--- src/rtl/hiccup_guard.sv ---
module hiccup_guard #(
  parameter int CODE_W      = 12,
  parameter int CUR_W       = 12,
  parameter int STG_W       = 3,
  parameter int TIME_W      = 16,
  parameter int STAGE_LIMIT = 64
) (
  input  logic              clk,
  input  logic              rst_n,
  input  logic              enable,
  input  logic              sample_valid,
  input  logic [CODE_W-1:0] fb_code,
  input  logic [CUR_W-1:0]  cur_code,
  input  logic [CODE_W-1:0] ref_code,
  input  logic [STG_W-1:0]  stage_count,
  input  logic [TIME_W-1:0] interval_len,
  output logic              reg_run,
  output logic              ss_active,
  output logic              ss_done,
  output logic              shutdown
);

  localparam int LIM_W = STG_W + $clog2(STAGE_LIMIT + 1);
  localparam int CMP_W = ((LIM_W > CUR_W) ? LIM_W : CUR_W) + 1;
  localparam int FB_W  = CODE_W + 8;

  typedef enum logic [1:0] {S_OFF, S_SS, S_RUN, S_COOL} state_t;

  state_t            state;
  logic [2:0]        oc_cnt, uv_cnt;
  logic [TIME_W-1:0] timer;

  logic [CMP_W-1:0] oc_limit;
  logic [FB_W-1:0]  fb_x200, ref_x178, fb_x40, ref_x37;
  logic             oc_over, uv_low, uv_clear;
  logic             powered, oc_hit, uv_hit, trip, timer_end;
  logic [TIME_W:0]  timer_nx;

  assign oc_limit = CMP_W'(stage_count) * CMP_W'(STAGE_LIMIT);
  assign oc_over  = CMP_W'(cur_code) > oc_limit;

  assign fb_x200  = FB_W'(fb_code)  * FB_W'(200);
  assign ref_x178 = FB_W'(ref_code) * FB_W'(178);
  assign fb_x40   = FB_W'(fb_code)  * FB_W'(40);
  assign ref_x37  = FB_W'(ref_code) * FB_W'(37);
  assign uv_low   = fb_x200 < ref_x178;
  assign uv_clear = fb_x40 > ref_x37;

  assign powered   = (state == S_SS) || (state == S_RUN);
  assign oc_hit    = powered && sample_valid && oc_over;
  assign uv_hit    = powered && sample_valid && uv_low;
  assign trip      = (oc_hit && oc_cnt == 3'd6) || (uv_hit && uv_cnt == 3'd7);
  assign timer_nx  = {1'b0, timer} + 1'b1;
  assign timer_end = timer_nx >= {1'b0, interval_len};

  assign reg_run   = powered;
  assign ss_active = (state == S_SS);
  assign shutdown  = (state == S_COOL);

  always_ff @(posedge clk or negedge rst_n) begin
    if (!rst_n) begin
      state   <= S_OFF;
      oc_cnt  <= '0;
      uv_cnt  <= '0;
      timer   <= '0;
      ss_done <= 1'b0;
    end else begin
      ss_done <= 1'b0;
      if (!enable) begin
        state  <= S_OFF;
        oc_cnt <= '0;
        uv_cnt <= '0;
        timer  <= '0;
      end else begin
        case (state)
          S_OFF: begin
            state <= S_SS;
            timer <= '0;
          end
          S_SS, S_RUN: begin
            if (trip) begin
              state  <= S_COOL;
              oc_cnt <= '0;
              uv_cnt <= '0;
              timer  <= '0;
            end else begin
              if (sample_valid) begin
                oc_cnt <= oc_over ? oc_cnt + 3'd1 : 3'd0;
                if (uv_low)        uv_cnt <= uv_cnt + 3'd1;
                else if (uv_clear) uv_cnt <= 3'd0;
              end
              if (state == S_SS) begin
                if (timer_end) begin
                  state   <= S_RUN;
                  ss_done <= 1'b1;
                  timer   <= '0;
                end else begin
                  timer <= timer_nx[TIME_W-1:0];
                end
              end
            end
          end
          default: begin
            if (timer_end) begin
              state <= S_SS;
              timer <= '0;
            end else begin
              timer <= timer_nx[TIME_W-1:0];
            end
          end
        endcase
      end
    end
  end

  // completion pulse lasts one cycle and only follows soft-start
  p_done_pulse_r2: assert property (@(posedge clk) disable iff (!rst_n)
    ss_done |=> !ss_done);
  p_done_from_ss_r2: assert property (@(posedge clk) disable iff (!rst_n)
    ss_done |-> $past(ss_active) && reg_run);

  // a valid in-limit sample leaves the over-current count at zero
  p_oc_clear_r4: assert property (@(posedge clk) disable iff (!rst_n)
    (enable && sample_valid && !oc_over) |=> oc_cnt == 3'd0);

  // cool-down is entered only from a powered state
  p_cool_entry_r7: assert property (@(posedge clk) disable iff (!rst_n)
    $rose(shutdown) |-> $past(reg_run));

  // enable low forces idle with a cleared timer
  p_disable_r9: assert property (@(posedge clk) disable iff (!rst_n)
    !enable |=> (state == S_OFF) && timer == '0 && oc_cnt == 3'd0);

  // counters do not move without a strobe
  p_ignore_r10: assert property (@(posedge clk) disable iff (!rst_n)
    (enable && !sample_valid) |=> $stable(oc_cnt) && $stable(uv_cnt));

endmodule

--- config.mk ---
export PLATFORM = sky130hd
export DESIGN_NAME = hiccup_guard
export DESIGN_NICKNAME = d
export VERILOG_FILES = /design/src/rtl/hiccup_guard.sv
export SDC_FILE = /design/constraint.sdc
export NUM_CORES = 1
export LEC_CHECK = 0
export BUFFER_PORTS_ARGS = -buffer_cell sky130_fd_sc_hd__buf_2
export CAP_MARGIN = 0
export CORE_UTILIZATION = 30
export CTS_BUF_LIST = sky130_fd_sc_hd__clkbuf_8
export CTS_CLUSTER_SIZE = 12
export DETAILED_ROUTE_END_ITERATION = 10
export GPL_ROUTABILITY_DRIVEN = 0
export HOLD_SLACK_MARGIN = 0.03
export PLACE_DENSITY = 0.51
export SYNTH_ARGS = -nofsm -noshare
export SYNTH_HDL_FRONTEND = slang
export SYNTH_SLANG_ARGS = --single-unit
--- constraint.sdc ---
create_clock -name clk -period 9.8 [get_ports clk]
set_clock_uncertainty 0.15 [all_clocks]
set_input_delay 0.49 -clock clk [delete_from_list [all_inputs] [get_ports clk]]
set_output_delay 0.49 -clock clk [all_outputs]
set_load 0.1 [all_outputs]
==> results of run 1 <==
## layout by cell type, fill, tap and decap left out, drive strengths merged, types with 6 or more instances in the layout
master,count
nand2b,13
nor3,12
inv,160
a221oi,6
buf,63
nand2,36
a21oi,35
nor2b,11
o21ai,21
dfrtp,25
xnor2,29
or2,6
a21boi,6
a22o,11
ha,195
nand4,8
a21o,26
xor2,18
nand3,20
and3,6
nor2,34
a211oi,7
fa,32
## layout make-up
cell class,count,area (sq um)
Fill cell,2359,14500
Sequential cell,25,626
Timing Repair Buffer,63,318
Clock buffer,3,41.3
Inverter,160,601
Multi-Input combinational cell,598,5470
Clock inverter,1,5.00
Tap cell,280,350
## through the flow
stage / instance area (sq um) / power [mW] / cells / setup slack (ns)
after floorplan: 6720 / 0.804 / 786 / 3.86
after global placement: 7360 / 1.01 / 1126 / 3.17
after detailed placement: 7360 / 1.01 / 1126 / 3.08
after CTS: 7410 / 1.09 / 1130 / 3.37
after global routing: 7410 / 1.22 / 1130 / 2.89
final: 7410 / 1.07 / 1130 / 3.43
## flip-flops by register name, indices dropped and copies added (netlist names)
name	cells
timer	16
oc_cnt	3
uv_cnt	3
state	2
ss_done	1
## kinds of logic after synthesis
group                      after synthesis  synth area share, %
buffers and inverters                  163                 9.24
adders and majority gates              227                 45.9
DFF                                     25                 9.31
AOI/OAI and AO/OA                      154                 16.0
xor gates and xnor gates                47                 6.13
muxes                                    3                0.484
and+or+nand+nor                        167                 12.9
## per-layer routing
layer,share of wire (%),GRT usage (%),up-vias
met5,0,0,-
met4,1.1,2.43,0
met3,2.0,0.419,10
met2,45,22.8,71
met1,52,19.8,2417
li1,-,-,2856
## final timing paths
| kind | start | endpoint | cells after the start |
|---|---|---|---|
| max | ref_code[1] | timer[0] | 23 |
| min | rst_n | timer[11] | 1 |
| max reg2reg | timer[0] | timer[13] | 16 |
| min reg2reg | oc_cnt[2] | oc_cnt[2] | 1 |
| max in group asynchronous | rst_n | state[0] | 1 |
| min in group clk | oc_cnt[2] | oc_cnt[2] | 1 |
## power by group
part / leakage (nW) / switching [mW] / internal [mW]
Combinational: 3.83 / 0.512 / 0.371
Clock: 0.0255 / 0.0351 / 0.0285
Sequential: 0.346 / 0.00911 / 0.112
==> out/metrics.csv, run 1 <==
metric;value;unit
status;finished, final reports clean;
cpMaxStageDelayCell;fa_1;
rows;54;
cts.sinks;25;
numCtsBuffers;3;
arrival;6.39;ns
post_cts_buffers;0;
dr.pass1.iters;4;
routed_wl;14800;microns
h-tree-depth;1;
path_delay_family;compound AO/OA/AOI/OAI gates;
rsz0062_at_grt;no;
drcViolationCount;0;
dr.first_iter.drc_count;142;
nets;1137;
maxCapViolCount;0;
cp-end-kind;flop;
drv_slew;0;
clkLatencyLatePin;0.28;ns
tightest_slew;0.620;ns
cts_tree;done;
synth_top_area_cell;ha_1;
wl_per_cell;13.1;microns
io_buffers;62;
antenna_found_initial;0;
place_hpwl;13200;microns
io_pins;63;
hold_buffers;0;
path_max_fanout;10;
clk_pin_slew;0.10;ns
clockRootBuffer;clkbuf_8;
post-route-min-period;6.37;ns
synth_warnings;0;
grt_use_total;13.7;%
slowest_delay;0.49;ns
tns;0;ns
vias_per_cell;4.74;
ir_worst_vdd;59.7;uV
hold_viol;0;
area_delta_synth_final;10.3;%
max_freq;0.157;GHz
cts_resized;0;
avgSynthCellArea;8.55;sq um
die_x;152;microns
die_h;152;microns
start_kind;primary input;
grt_pass1_wl;25400;microns
synth-seq-cells;25;
dieArea;0.0230;sq mm
cts_buffer_depth;2;
route.vias.total;5354;
ys.flop_type;dfrtp_1;
synth-edff-count;0;
grt_pass1_vias;5296;
grt_max_degree;26;
synth_most_common_cell;ha_1;
final_core_util;33.9;%
setup-violations-final;0;
path_class;primary input to flop;
required;9.82;ns
synthTopCellsByArea;ha_1 (36%), fa_1 (9.5%), dfrtp_1 (9.3%);
coreArea;0.0219;sq mm
synthDistinctLibCells;62;
timing.slew.headroom;58.5;%
timing.critical_path.buf_inv;3;
synth_top_area_share;36.3;%
path_cells;buf_2 > ha_1 > fa_1 > ha_1 > inv_1 > fa_1 > inv_1 > ha_1 > o21a_1 > o21a_1 > o211ai_1 > a21oi_1 > o31ai_1 > xor2_1 > ha_1 > a21o_1 > a21o_1 > a221o_1 > a211o_1 > nor3_2 > or3_1 > a21oi_4 > mux2_1;
antenna_cells;0;
finalCritPeriodShare;65.0;%
grt_overflow;0;
power_leakage;4.20;nW
r2r_slack;5.51;ns
ant_nets;0;
synthArstFlopShare;100;%
fin_hold_ws;0.0510;ns
syn_inst;786;
synth_seq_area_share;9.31;%
synth_nets;1072;
start_util;30.7;%
synthesis.area;0.00672;sq mm
critPathMostFrequentCell;ha_1;
drive_gt1_share;9.65;%
yosys-top-cells-count;ha_1 (195), inv_1 (160), nand2_1 (36), a21oi_1 (34), nor2_1 (34);
hold_path_class;primary input to asynchronous set/reset pin;
p_per_area;144;mW/mm^2
Power figures use the tool's default switching activity.
==> run 2: changes to the inputs <==
- clock period: 9.8 -> 6.3 ns (I/O delays scaled with it)
==> run 2 against run 1 <==
Flip-flop and latch count unchanged. Utilization increased by 0.57 points. Power rose by 57%. Highest routed layer unchanged. Critical path depth up 5. Critical path type unchanged. Global-route usage down 0.22 points. Sequential power grew 56%. Setup slack worse by 3.0 ns. Final area is 1.7% higher.
==> out/metrics.csv, run 2 (same netlist as run 1, synthesis figures left out) <==
metric;value;unit
top_regs;timer x16, oc_cnt x3, uv_cnt x3;
io_buffers;62;
grt_pass1_wl;25000;microns
p_per_area;223;mW/mm^2
cts.sinks;25;
cts_buffer_depth;2;
path_class;primary input to flop;
fin_cells;1145;
clockRootBuffer;clkbuf_8;
antenna_cells;0;
path_max_fanout;5;
power_leakage;4.27;nW
drv_slew;0;
cts_tree;done;
layout_commonest_cell;ha_1;
max_freq;0.169;GHz
status;finished, final reports clean;
dp_cells;1140;
clk_pin_slew;0.09;ns
place_ws;0.0237;ns
nets;1152;
tightest_slew;0.599;ns
r2r_slack;2.04;ns
drive_gt1_share;11.1;%
grt_pass1_vias;5342;
setup-violations-final;0;
grt_overflow;0;
post-route-min-period;5.92;ns
die_h;152;microns
drcViolationCount;0;
route.vias.total;5400;
finalInstanceArea;0.00753;sq mm
start_util;30.7;%
arrival;5.94;ns
die_x;152;microns
io_pins;63;
top_register;timer;
cp-end-kind;flop;
dr.pass1.iters;4;
final_core_util;34.4;%
rows;54;
timing.slew.headroom;59.9;%
dieArea;0.0230;sq mm
maxCapViolCount;0;
fin_hold_ws;0.234;ns
routed_wl;14700;microns
place_hpwl;13300;microns
largest_register_ffs;16;
layout_common_cells;ha_1 (195), inv_1 (160), buf_2 (62);
hold_path_class;primary input to flop;
coreArea;0.0219;sq mm
grt_max_degree;26;
vias_per_cell;4.72;
finalCritPeriodShare;94.0;%
place_area;0.00747;sq mm
ir_worst_vdd;88.8;uV
dr.first_iter.drc_count;117;
area_delta_synth_final;12.2;%
required;6.32;ns
tns;0;ns
clkLatencyLatePin;0.27;ns
antenna_found_initial;0;
power;1.68;mW
h-tree-depth;1;
wl_per_cell;12.8;microns
hold_viol;0;
setup_slack;0.380;ns
ant_nets;0;
numCtsBuffers;3;
grt_use_total;13.5;%
start_kind;primary input;
==> run 2: path summary, 6_finish.rpt <==
path	start	cells past startpoint	end
worst max-delay path	ref_code[1]	28	timer[2]
worst min-delay path	enable	2	state[1]
worst max register to register	timer[0]	14	timer[14]
worst min register to register	oc_cnt[2]	1	oc_cnt[2]
max in group asynchronous	rst_n	2	state[1]
min in group asynchronous	rst_n	2	timer[10]
==> run 2: metal layers <==
metal  global-route usage [%]  wire [microns]  up-vias
met5                        0               0        -
met4                     2.13             144        0
met3                    0.629             318       11
met2                     23.5            6570       65
met1                     18.6            7680     2438
li1                         -               -     2886
==> run 2: what timing repair did <==
action | 4_1_cts | 5_1_grt
endpoints found under the setup margin | 0 | 8
buffers inserted | 0 | 0
hold buffers | 1 | 0
hold endpoints to repair | 25 | 0
resized for setup | 0 | 1
==> run 2: worst max-delay path, stage by stage <==
cell and delay [ns]:
buf_2 0.11, ha_1 0.33, fa_1 0.47, ha_1 0.29
inv_1 0.05, fa_1 0.49, inv_1 0.04, ha_1 0.29
o21a_1 0.13, o21a_1 0.19, o211ai_1 0.20, a21oi_1 0.12
o31ai_1 0.24, buf_4 0.16, nor3_1 0.04, a311oi_1 0.23
ha_1 0.30, nand4_1 0.11, buf_4 0.12, nor2_1 0.03
a221o_1 0.29, a211o_1 0.30, nor3_2 0.26, buf_4 0.18
or3_1 0.18, buf_4 0.16, a211oi_1 0.07, o22a_1 0.22
==> run 2: layout make-up <==
class / count / area, sq um
clock buffers: 3 / 41.3
clock inverters: 1 / 5.00
fillers: 2369 / 14400
inverters: 160 / 601
multi-input cells: 598 / 5480
flip-flops and latches: 25 / 626
well taps: 280 / 350
repair buffers: 78 / 433
==> run 2: power by group <==
part | switching [mW] | internal, mW | leakage (nW)
sequential | 0.0147 | 0.175 | 0.346
combinational | 0.792 | 0.603 | 3.90
clock | 0.0509 | 0.0443 | 0.0255
total | 0.857 | 0.822 | 4.27
